[src/rtl/dbg_bit_pkg.sv]
// Shared definitions for the single-wire debug bit engine.
package dbg_bit_pkg;
    // Direction of one bit time, as seen by the target.
    typedef enum logic {
        DIR_RX = 1'b0,
        DIR_TX = 1'b1
    } bit_dir_e;
endpackage

[src/rtl/dbg_pin_sync.sv]
// Pin synchronizer and falling-edge detector.
// Assumes pin_i is asynchronous and idles high through an external pull-up.
// Edges are suppressed while the target drives the pin, and for the cycles
// that a driven level needs to travel through the synchronizer.
module dbg_pin_sync #(
    parameter int STAGES = 2
) (
    input  logic clk,
    input  logic rst_n,
    input  logic pin_i,
    input  logic drive_i,
    output logic level_o,
    output logic fall_o
);
    logic [STAGES-1:0] chain_q;
    logic              prev_q;
    logic [STAGES:0]   guard_q;

    // Bring the pin into the clock domain.
    always_ff @(posedge clk) begin
        if (!rst_n) chain_q <= '1;
        else        chain_q <= {chain_q[STAGES-2:0], pin_i};
    end

    // Keep the previous synchronized level for edge comparison.
    always_ff @(posedge clk) begin
        if (!rst_n) prev_q <= 1'b1;
        else        prev_q <= chain_q[STAGES-1];
    end

    // Remember recent target drive so that its echo cannot look like a host edge.
    always_ff @(posedge clk) begin
        if (!rst_n) guard_q <= '0;
        else        guard_q <= {guard_q[STAGES-1:0], drive_i};
    end

    assign level_o = chain_q[STAGES-1];
    assign fall_o  = prev_q & ~level_o & ~drive_i & ~(|guard_q);

    // an edge report lasts a single cycle.
    a_r1_fall_single: assert property (@(posedge clk) disable iff (!rst_n)
        fall_o |=> !fall_o);
endmodule

[src/rtl/dbg_bit_timer.sv]
// Bit-time counter with hold-off and per-bit capture of direction and data.
// Assumes fall_i is a one-cycle pulse per detected host edge.
module dbg_bit_timer
    import dbg_bit_pkg::*;
#(
    parameter int BIT_CYC = 16,
    localparam int CNT_W = $clog2(BIT_CYC)
) (
    input  logic             clk,
    input  logic             rst_n,
    input  logic             fall_i,
    input  logic             mode_i,
    input  logic             tx_bit_i,
    output logic             active_o,
    output logic [CNT_W-1:0] cnt_o,
    output bit_dir_e         dir_o,
    output logic             bit_o,
    output logic             tx_ready_o
);
    localparam logic [CNT_W-1:0] LAST = CNT_W'(BIT_CYC - 1);

    logic accept;
    assign accept = fall_i & (~active_o | (cnt_o == LAST));

    // Start, advance and end the bit time.
    always_ff @(posedge clk) begin
        if (!rst_n) begin
            active_o <= 1'b0;
            cnt_o    <= '0;
        end else if (accept) begin
            active_o <= 1'b1;
            cnt_o    <= '0;
        end else if (active_o) begin
            if (cnt_o == LAST) active_o <= 1'b0;
            else               cnt_o    <= cnt_o + 1'b1;
        end
    end

    // Capture direction and data for the bit that starts, and signal the take.
    always_ff @(posedge clk) begin
        if (!rst_n) begin
            dir_o      <= DIR_RX;
            bit_o      <= 1'b0;
            tx_ready_o <= 1'b0;
        end else begin
            tx_ready_o <= accept & (mode_i == DIR_TX);
            if (accept) begin
                dir_o <= bit_dir_e'(mode_i);
                bit_o <= tx_bit_i;
            end
        end
    end

    // no restart before the last cycle of a bit time.
    a_r8_holdoff: assert property (@(posedge clk) disable iff (!rst_n)
        active_o && cnt_o != LAST |=> active_o && cnt_o == $past(cnt_o) + 1'b1);

    // the take strobe is one cycle wide.
    a_r7_ready_pulse: assert property (@(posedge clk) disable iff (!rst_n)
        tx_ready_o |=> !tx_ready_o);
endmodule

[src/rtl/dbg_bit_io.sv]
// Pin drive and receive sampling for one bit time.
// Assumes cnt_i counts cycles of the current bit time while active_i is high.
module dbg_bit_io
    import dbg_bit_pkg::*;
#(
    parameter int CNT_W      = 4,
    parameter int SAMPLE_CYC = 10,
    parameter int PULSE_CYC  = 7,
    parameter int LOW_END    = 12
) (
    input  logic             clk,
    input  logic             rst_n,
    input  logic             active_i,
    input  logic [CNT_W-1:0] cnt_i,
    input  bit_dir_e         dir_i,
    input  logic             bit_i,
    input  logic             level_i,
    output logic             pin_oe,
    output logic             pin_out,
    output logic             rx_bit,
    output logic             rx_valid
);
    localparam logic [CNT_W-1:0] SAMPLE_AT = CNT_W'(SAMPLE_CYC);
    localparam logic [CNT_W-1:0] PULSE_AT  = CNT_W'(PULSE_CYC);
    localparam logic [CNT_W-1:0] LOW_LAST  = CNT_W'(LOW_END);

    logic tx_on, drive_low, drive_high;
    assign tx_on      = active_i & (dir_i == DIR_TX);
    assign drive_low  = tx_on & ~bit_i & (cnt_i <= LOW_LAST);
    assign drive_high = tx_on &  bit_i & (cnt_i == PULSE_AT);

    // Combine the two drive windows into enable and value.
    always_comb begin
        pin_oe  = drive_low | drive_high;
        pin_out = drive_high;
    end

    // Sample the pin at the fixed receive cycle and strobe the result.
    always_ff @(posedge clk) begin
        if (!rst_n) begin
            rx_bit   <= 1'b0;
            rx_valid <= 1'b0;
        end else begin
            rx_valid <= active_i & (dir_i == DIR_RX) & (cnt_i == SAMPLE_AT);
            if (active_i && dir_i == DIR_RX && cnt_i == SAMPLE_AT) rx_bit <= level_i;
        end
    end

    // no drive while the host owns the pin.
    a_r3_quiet_rx: assert property (@(posedge clk) disable iff (!rst_n)
        active_i && dir_i == DIR_RX |-> !pin_oe);

    // the receive strobe is one cycle wide.
    a_r2_valid_pulse: assert property (@(posedge clk) disable iff (!rst_n)
        rx_valid |=> !rx_valid);

    // the speed-up pulse lasts one cycle.
    a_r5_pulse_single: assert property (@(posedge clk) disable iff (!rst_n)
        pin_oe && pin_out |=> !(pin_oe && pin_out));

    // the low drive continues through its last cycle.
    a_r6_low_hold: assert property (@(posedge clk) disable iff (!rst_n)
        pin_oe && !pin_out && cnt_i < LOW_LAST |=> pin_oe && !pin_out);
endmodule

[src/rtl/dbg_bit_engine.sv]
// Target-side bit engine for a single-wire pseudo-open-drain debug pin.
// Every bit time starts on a host falling edge. Receive bits are sampled at a
// fixed cycle; transmit bits drive a low window (0) or a speed-up pulse (1).
// Assumes pin_in is asynchronous and that the pad combines pin_oe/pin_out.
module dbg_bit_engine
    import dbg_bit_pkg::*;
#(
    parameter int SYNC_STAGES = 2,
    parameter int BIT_CYC     = 16,
    parameter int SAMPLE_CYC  = 10,
    parameter int PULSE_CYC   = 7,
    parameter int LOW_END     = 12
) (
    input  logic clk,
    input  logic rst_n,
    input  logic pin_in,
    input  logic mode,
    input  logic tx_bit,
    output logic tx_ready,
    output logic rx_bit,
    output logic rx_valid,
    output logic pin_oe,
    output logic pin_out
);
    localparam int CNT_W = $clog2(BIT_CYC);

    logic             level, fall, active, cur_bit;
    logic [CNT_W-1:0] cnt;
    bit_dir_e         dir;

    dbg_pin_sync #(.STAGES(SYNC_STAGES)) u_sync (
        .clk(clk), .rst_n(rst_n), .pin_i(pin_in), .drive_i(pin_oe),
        .level_o(level), .fall_o(fall)
    );

    dbg_bit_timer #(.BIT_CYC(BIT_CYC)) u_timer (
        .clk(clk), .rst_n(rst_n), .fall_i(fall), .mode_i(mode),
        .tx_bit_i(tx_bit), .active_o(active), .cnt_o(cnt), .dir_o(dir),
        .bit_o(cur_bit), .tx_ready_o(tx_ready)
    );

    dbg_bit_io #(
        .CNT_W(CNT_W), .SAMPLE_CYC(SAMPLE_CYC),
        .PULSE_CYC(PULSE_CYC), .LOW_END(LOW_END)
    ) u_io (
        .clk(clk), .rst_n(rst_n), .active_i(active), .cnt_i(cnt),
        .dir_i(dir), .bit_i(cur_bit), .level_i(level),
        .pin_oe(pin_oe), .pin_out(pin_out), .rx_bit(rx_bit), .rx_valid(rx_valid)
    );

    // a receive bit never strobes together with a take.
    a_r9_one_dir: assert property (@(posedge clk) disable iff (!rst_n)
        !(rx_valid && tx_ready));
endmodule

[config.mk]
export PLATFORM = sky130hd
export DESIGN_NAME = dbg_bit_engine
export DESIGN_NICKNAME = d
export VERILOG_FILES = /design/src/rtl/dbg_bit_pkg.sv /design/src/rtl/dbg_pin_sync.sv /design/src/rtl/dbg_bit_timer.sv /design/src/rtl/dbg_bit_io.sv /design/src/rtl/dbg_bit_engine.sv
export SDC_FILE = /design/constraint.sdc
export NUM_CORES = 1
export LEC_CHECK = 0
export BUFFER_PORTS_ARGS = -buffer_cell sky130_fd_sc_hd__buf_2
export CORE_UTILIZATION = 51
export CTS_BUF_LIST = sky130_fd_sc_hd__clkbuf_8
export CTS_CLUSTER_DIAMETER = 120
export DETAILED_ROUTE_END_ITERATION = 16
export GPL_ROUTABILITY_DRIVEN = 0
export HOLD_SLACK_MARGIN = 0.03
export PLACE_DENSITY = 0.75
export SETUP_SLACK_MARGIN = 0.2
export SYNTH_ARGS = -nofsm -noshare
export SYNTH_HDL_FRONTEND = slang
export SYNTH_SLANG_ARGS = --single-unit
[constraint.sdc]
create_clock -name clk -period 1.55 [get_ports clk]
set_clock_uncertainty 0.05 [all_clocks]
set_input_delay 0.155 -clock clk [delete_from_list [all_inputs] [get_ports clk]]
set_output_delay 0.155 -clock clk [all_outputs]
set_load 0.05 [all_outputs]
==> impl_results.md <==
- Result of the run: finished, violations left
- Failing checks: negative setup slack
- Net count, final: 96
- Clock group share of total power: 41.8%
- Largest fanout on the critical path: 3
- Number of routed nets with antenna violations: 0
- Average vias per placed instance: 5.29
- Portion of the post-synthesis area used by sequential elements: 47.8%
- Required time reported for the critical path endpoint: 1.34 ns
- Maximum clock insertion buffer count: 2
- Num rows: 12
- Detailed placement HPWL: 835 um
- Arrival time of data at the critical path endpoint: 1.44 ns
- Cell types with the largest area share after synthesis: dfxtp_1, ha_1, and3_1
- Starting density of the core: 57.3%
- Maximum number of pins on one net before global-route repair: 15
- I/O pins: 10
- Switching power share of the total: 20.8%
- DRT iter0 DRCs: 10
- Number of cells on the worst reg-to-reg path: 7
- Clock Sink Count: 16
- Worst-case register-to-register setup slack: -0.06 ns
- Synth unique cells: 22
- Insertion delay of the later-clocked pin in the worst-skew pair: 0.25 ns
- Maximum level of the CTS H-tree: 1
- Total core area: 1170 um^2
- Beginning of the worst register-to-register path: u_timer.cnt_o[0]$_SDFFE_PP0P_
- Area of the mapped netlist: 671 um^2
- Critical Path Sink Type: output port
- Final Util: 81.8%
- Share of post-route cells with drive strength above 1: 48.3%
- Die X-Extent: 38.3 um
- Post-detailed-routing wire length: 1480 um
- Launching instance or port of the critical path: u_timer.cnt_o[0]$_SDFFE_PP0P_
- Clock tree from TritonCTS: done
- Worst hold-check path type: input pin to flip-flop
- Final Critical Period: 1.65 ns
- First-pass GRT wire length: 2260 um
- Post-placement setup slack: 0.0558 ns
- Library cell occupying the most area in the post-synthesis netlist: dfxtp_1
- Capture point of the worst reg-to-reg path: u_timer.cnt_o[2]$_SDFFE_PP0P_
- Internal power consumption: 0.682 mW
- LEAKAGE: 0.422 nW
- First-pass detailed-route iteration total: 4
- Portion of total power attributed to sequential cells: 49.5%
- Type of origin of the critical path: flip-flop
- Number of instances in the synthesized netlist: 65
- VDD IR-drop max: 821 uV
- Maximum capacitance violations: 0
- Via count of the first global-routing pass: 481
- Class of the most critical setup path: flip-flop to output port
- Mapped Nets: 73
- Combinational fraction of design power: 8.7%
- Most used cells in the layout excluding fill and tap cells: dfxtp_1, buf_2, buf_4
- Area used by multi-input combinational logic: 388 um^2
- Die Height: 38.3 um
- Diode insertion count for antenna repair: 0
- Setup ws final: -0.0955 ns
- Clock root buffer: clkbuf_8
- Achievable Freq: 0.608 GHz
- Worst relative slew slack: 71.7%
- # fillers: 73
- CTS hold repair buffers: 0
- Routed len/inst: 14.6 um
- Number of warnings printed during yosys synthesis: 0
- Global route total overflow: 0
- Setup repair after global routing missed its margin: yes
- Register bit total from synthesis: 16
- Reg clk slew, reported paths: 0.06 ns
- NetSw: 0.179 mW
- Most common cell after layout, fill and taps aside: dfxtp_1
- Number of I/O port buffers: 9
- Global-route total usage across every layer: 23.7%
- Combined flip-flop and latch cell area: 328 um^2
- P&R area growth vs syn: 42.9%
- Initial antenna violation count: 0
- Actual transition at the worst max-transition pin: 0.421 ns
- Slew Limit Fails: 0
- Hold violation count in the final report: 0
- Via count of the routed design: 534
- Critical Path End: pin_oe
- DRC: 0
- Fraction of synthesized cell area taken by the top area cell type: 47.8%
- Final Setup Violations: 8
- Post-synthesis average cell area: 10.3 um^2
- Pwr per Cell Area: 899 nW/um^2
- Cts bufs inserted: 3
- Full die area: 1460 um^2
- Period utilisation layout: 106%
==> cells by family (layout without fill, tap and decap cells) <==
logic type / count (synthesis) / in the layout / synth area share, %
and+or+nand+nor: 32 / 32 / 29.5
xor gates and xnor gates: 2 / 2 / 2.61
muxes: 4 / 4 / 6.16
AOI/OAI and AO/OA: 3 / 3 / 5.60
adders and majority gates: 3 / 3 / 5.60
DFF: 16 / 16 / 47.8
buffers and inverters: 5 / 27 / 2.80
==> worst max-delay path, cell delays in order, from the launching register on <==
cell	delay [ns]
dfxtp_4	0.37
inv_2	0.05
ha_2	0.18
nand3b_1	0.19
a32oi_4	0.21
inv_2	0.06
buf_8	0.15
==> power groups by stage <==
| stage | Clock, mW | Combinational, mW | Sequential [mW] |
|---|---|---|---|
| finish | 0.360 | 0.0750 | 0.427 |
| global route | 0.392 | 0.0797 | 0.427 |
| CTS | 0.370 | 0.0627 | 0.428 |
| detailed placement | 0 | 0.0472 | 0.437 |
| global placement | 0 | 0.0461 | 0.437 |
| floorplan | 0 | 0.0279 | 0.438 |
==> through the flow <==
step           area, um^2  hold slack [ns]  cells  power (mW)  TNS, ns
3_3_place_gp          762            0.291     90       0.483        0
5_1_grt               958           0.0377    101       0.899   -0.861
3_5_place_dp          762            0.293     90       0.485        0
6_report              958           0.0409    101       0.861   -0.389
2_1_floorplan         681            0.178     65       0.466        0
4_1_cts               901           0.0370    100       0.861   -0.467
==> cell type report <==
cell class                      count  area share (%)
Clock buffer                        4            5.74
Inverter                            4            1.57
Multi-Input combinational cell     44            40.5
Sequential cell                    16            34.2
Tap cell                           14            1.83
Timing Repair Buffer               19            16.2
==> per-layer routing <==
layer	track usage (%)	up-vias	wire length, um
met2	39.4	15	721
met1	28.9	253	703
met4	8.04	0	0
met5	0	-	0
li1	-	266	-
met3	6.98	0	52
==> worst min-delay path by stage <==
stage / start / to / cells after the start / slack [ns]
final: pin_in / u_sync.chain_q[0]$_SDFF_PN1_ / 2 / 0.04
after global routing: pin_in / u_sync.chain_q[0]$_SDFF_PN1_ / 2 / 0.04
after CTS: pin_in / u_sync.chain_q[0]$_SDFF_PN1_ / 2 / 0.04
after detailed placement: pin_in / u_sync.chain_q[0]$_SDFF_PN1_ / 2 / 0.29
after global placement: pin_in / u_sync.chain_q[0]$_SDFF_PN1_ / 2 / 0.29
after floorplan: rst_n / u_sync.chain_q[0]$_SDFF_PN1_ / 1 / 0.18
==> repair_timing <==
action / 4_1_cts / 5_1_grt
setup buffers: 6 / 1
gates resized for setup: 12 / 11
endpoints found under the setup margin: 10 / 13
pin swaps: 3 / 10
==> synthesized netlist by cell type <==
library cell / number
mux2_2: 1
and3b_1: 1
dfxtp_1: 16
inv_1: 4
and3_1: 5
nand2_1: 6
and2_1: 2
nor2_1: 6
nand3_1: 2
mux2i_1: 3
nand3_4: 1
xnor2_1: 2
nand3b_1: 1
and4b_4: 1
nand2b_1: 4
ha_1: 3
a21oi_1: 2
a32oi_4: 1
clkbuf_1: 1
nor4_2: 1
nand4_1: 1
and3_2: 1
==> flip-flops by register name (all words and copies together) (netlist names) <==
register and count:
u_timer.cnt_o 4, u_timer.dir_o 1, u_timer.active_o 1, u_sync.chain_q 2, u_io.rx_valid 1, u_timer.tx_ready_o 1
u_timer.bit_o 1, u_io.rx_bit 1, u_sync.guard_q 3, u_sync.prev_q 1
Note: power is estimated with default switching activity, not from simulation.
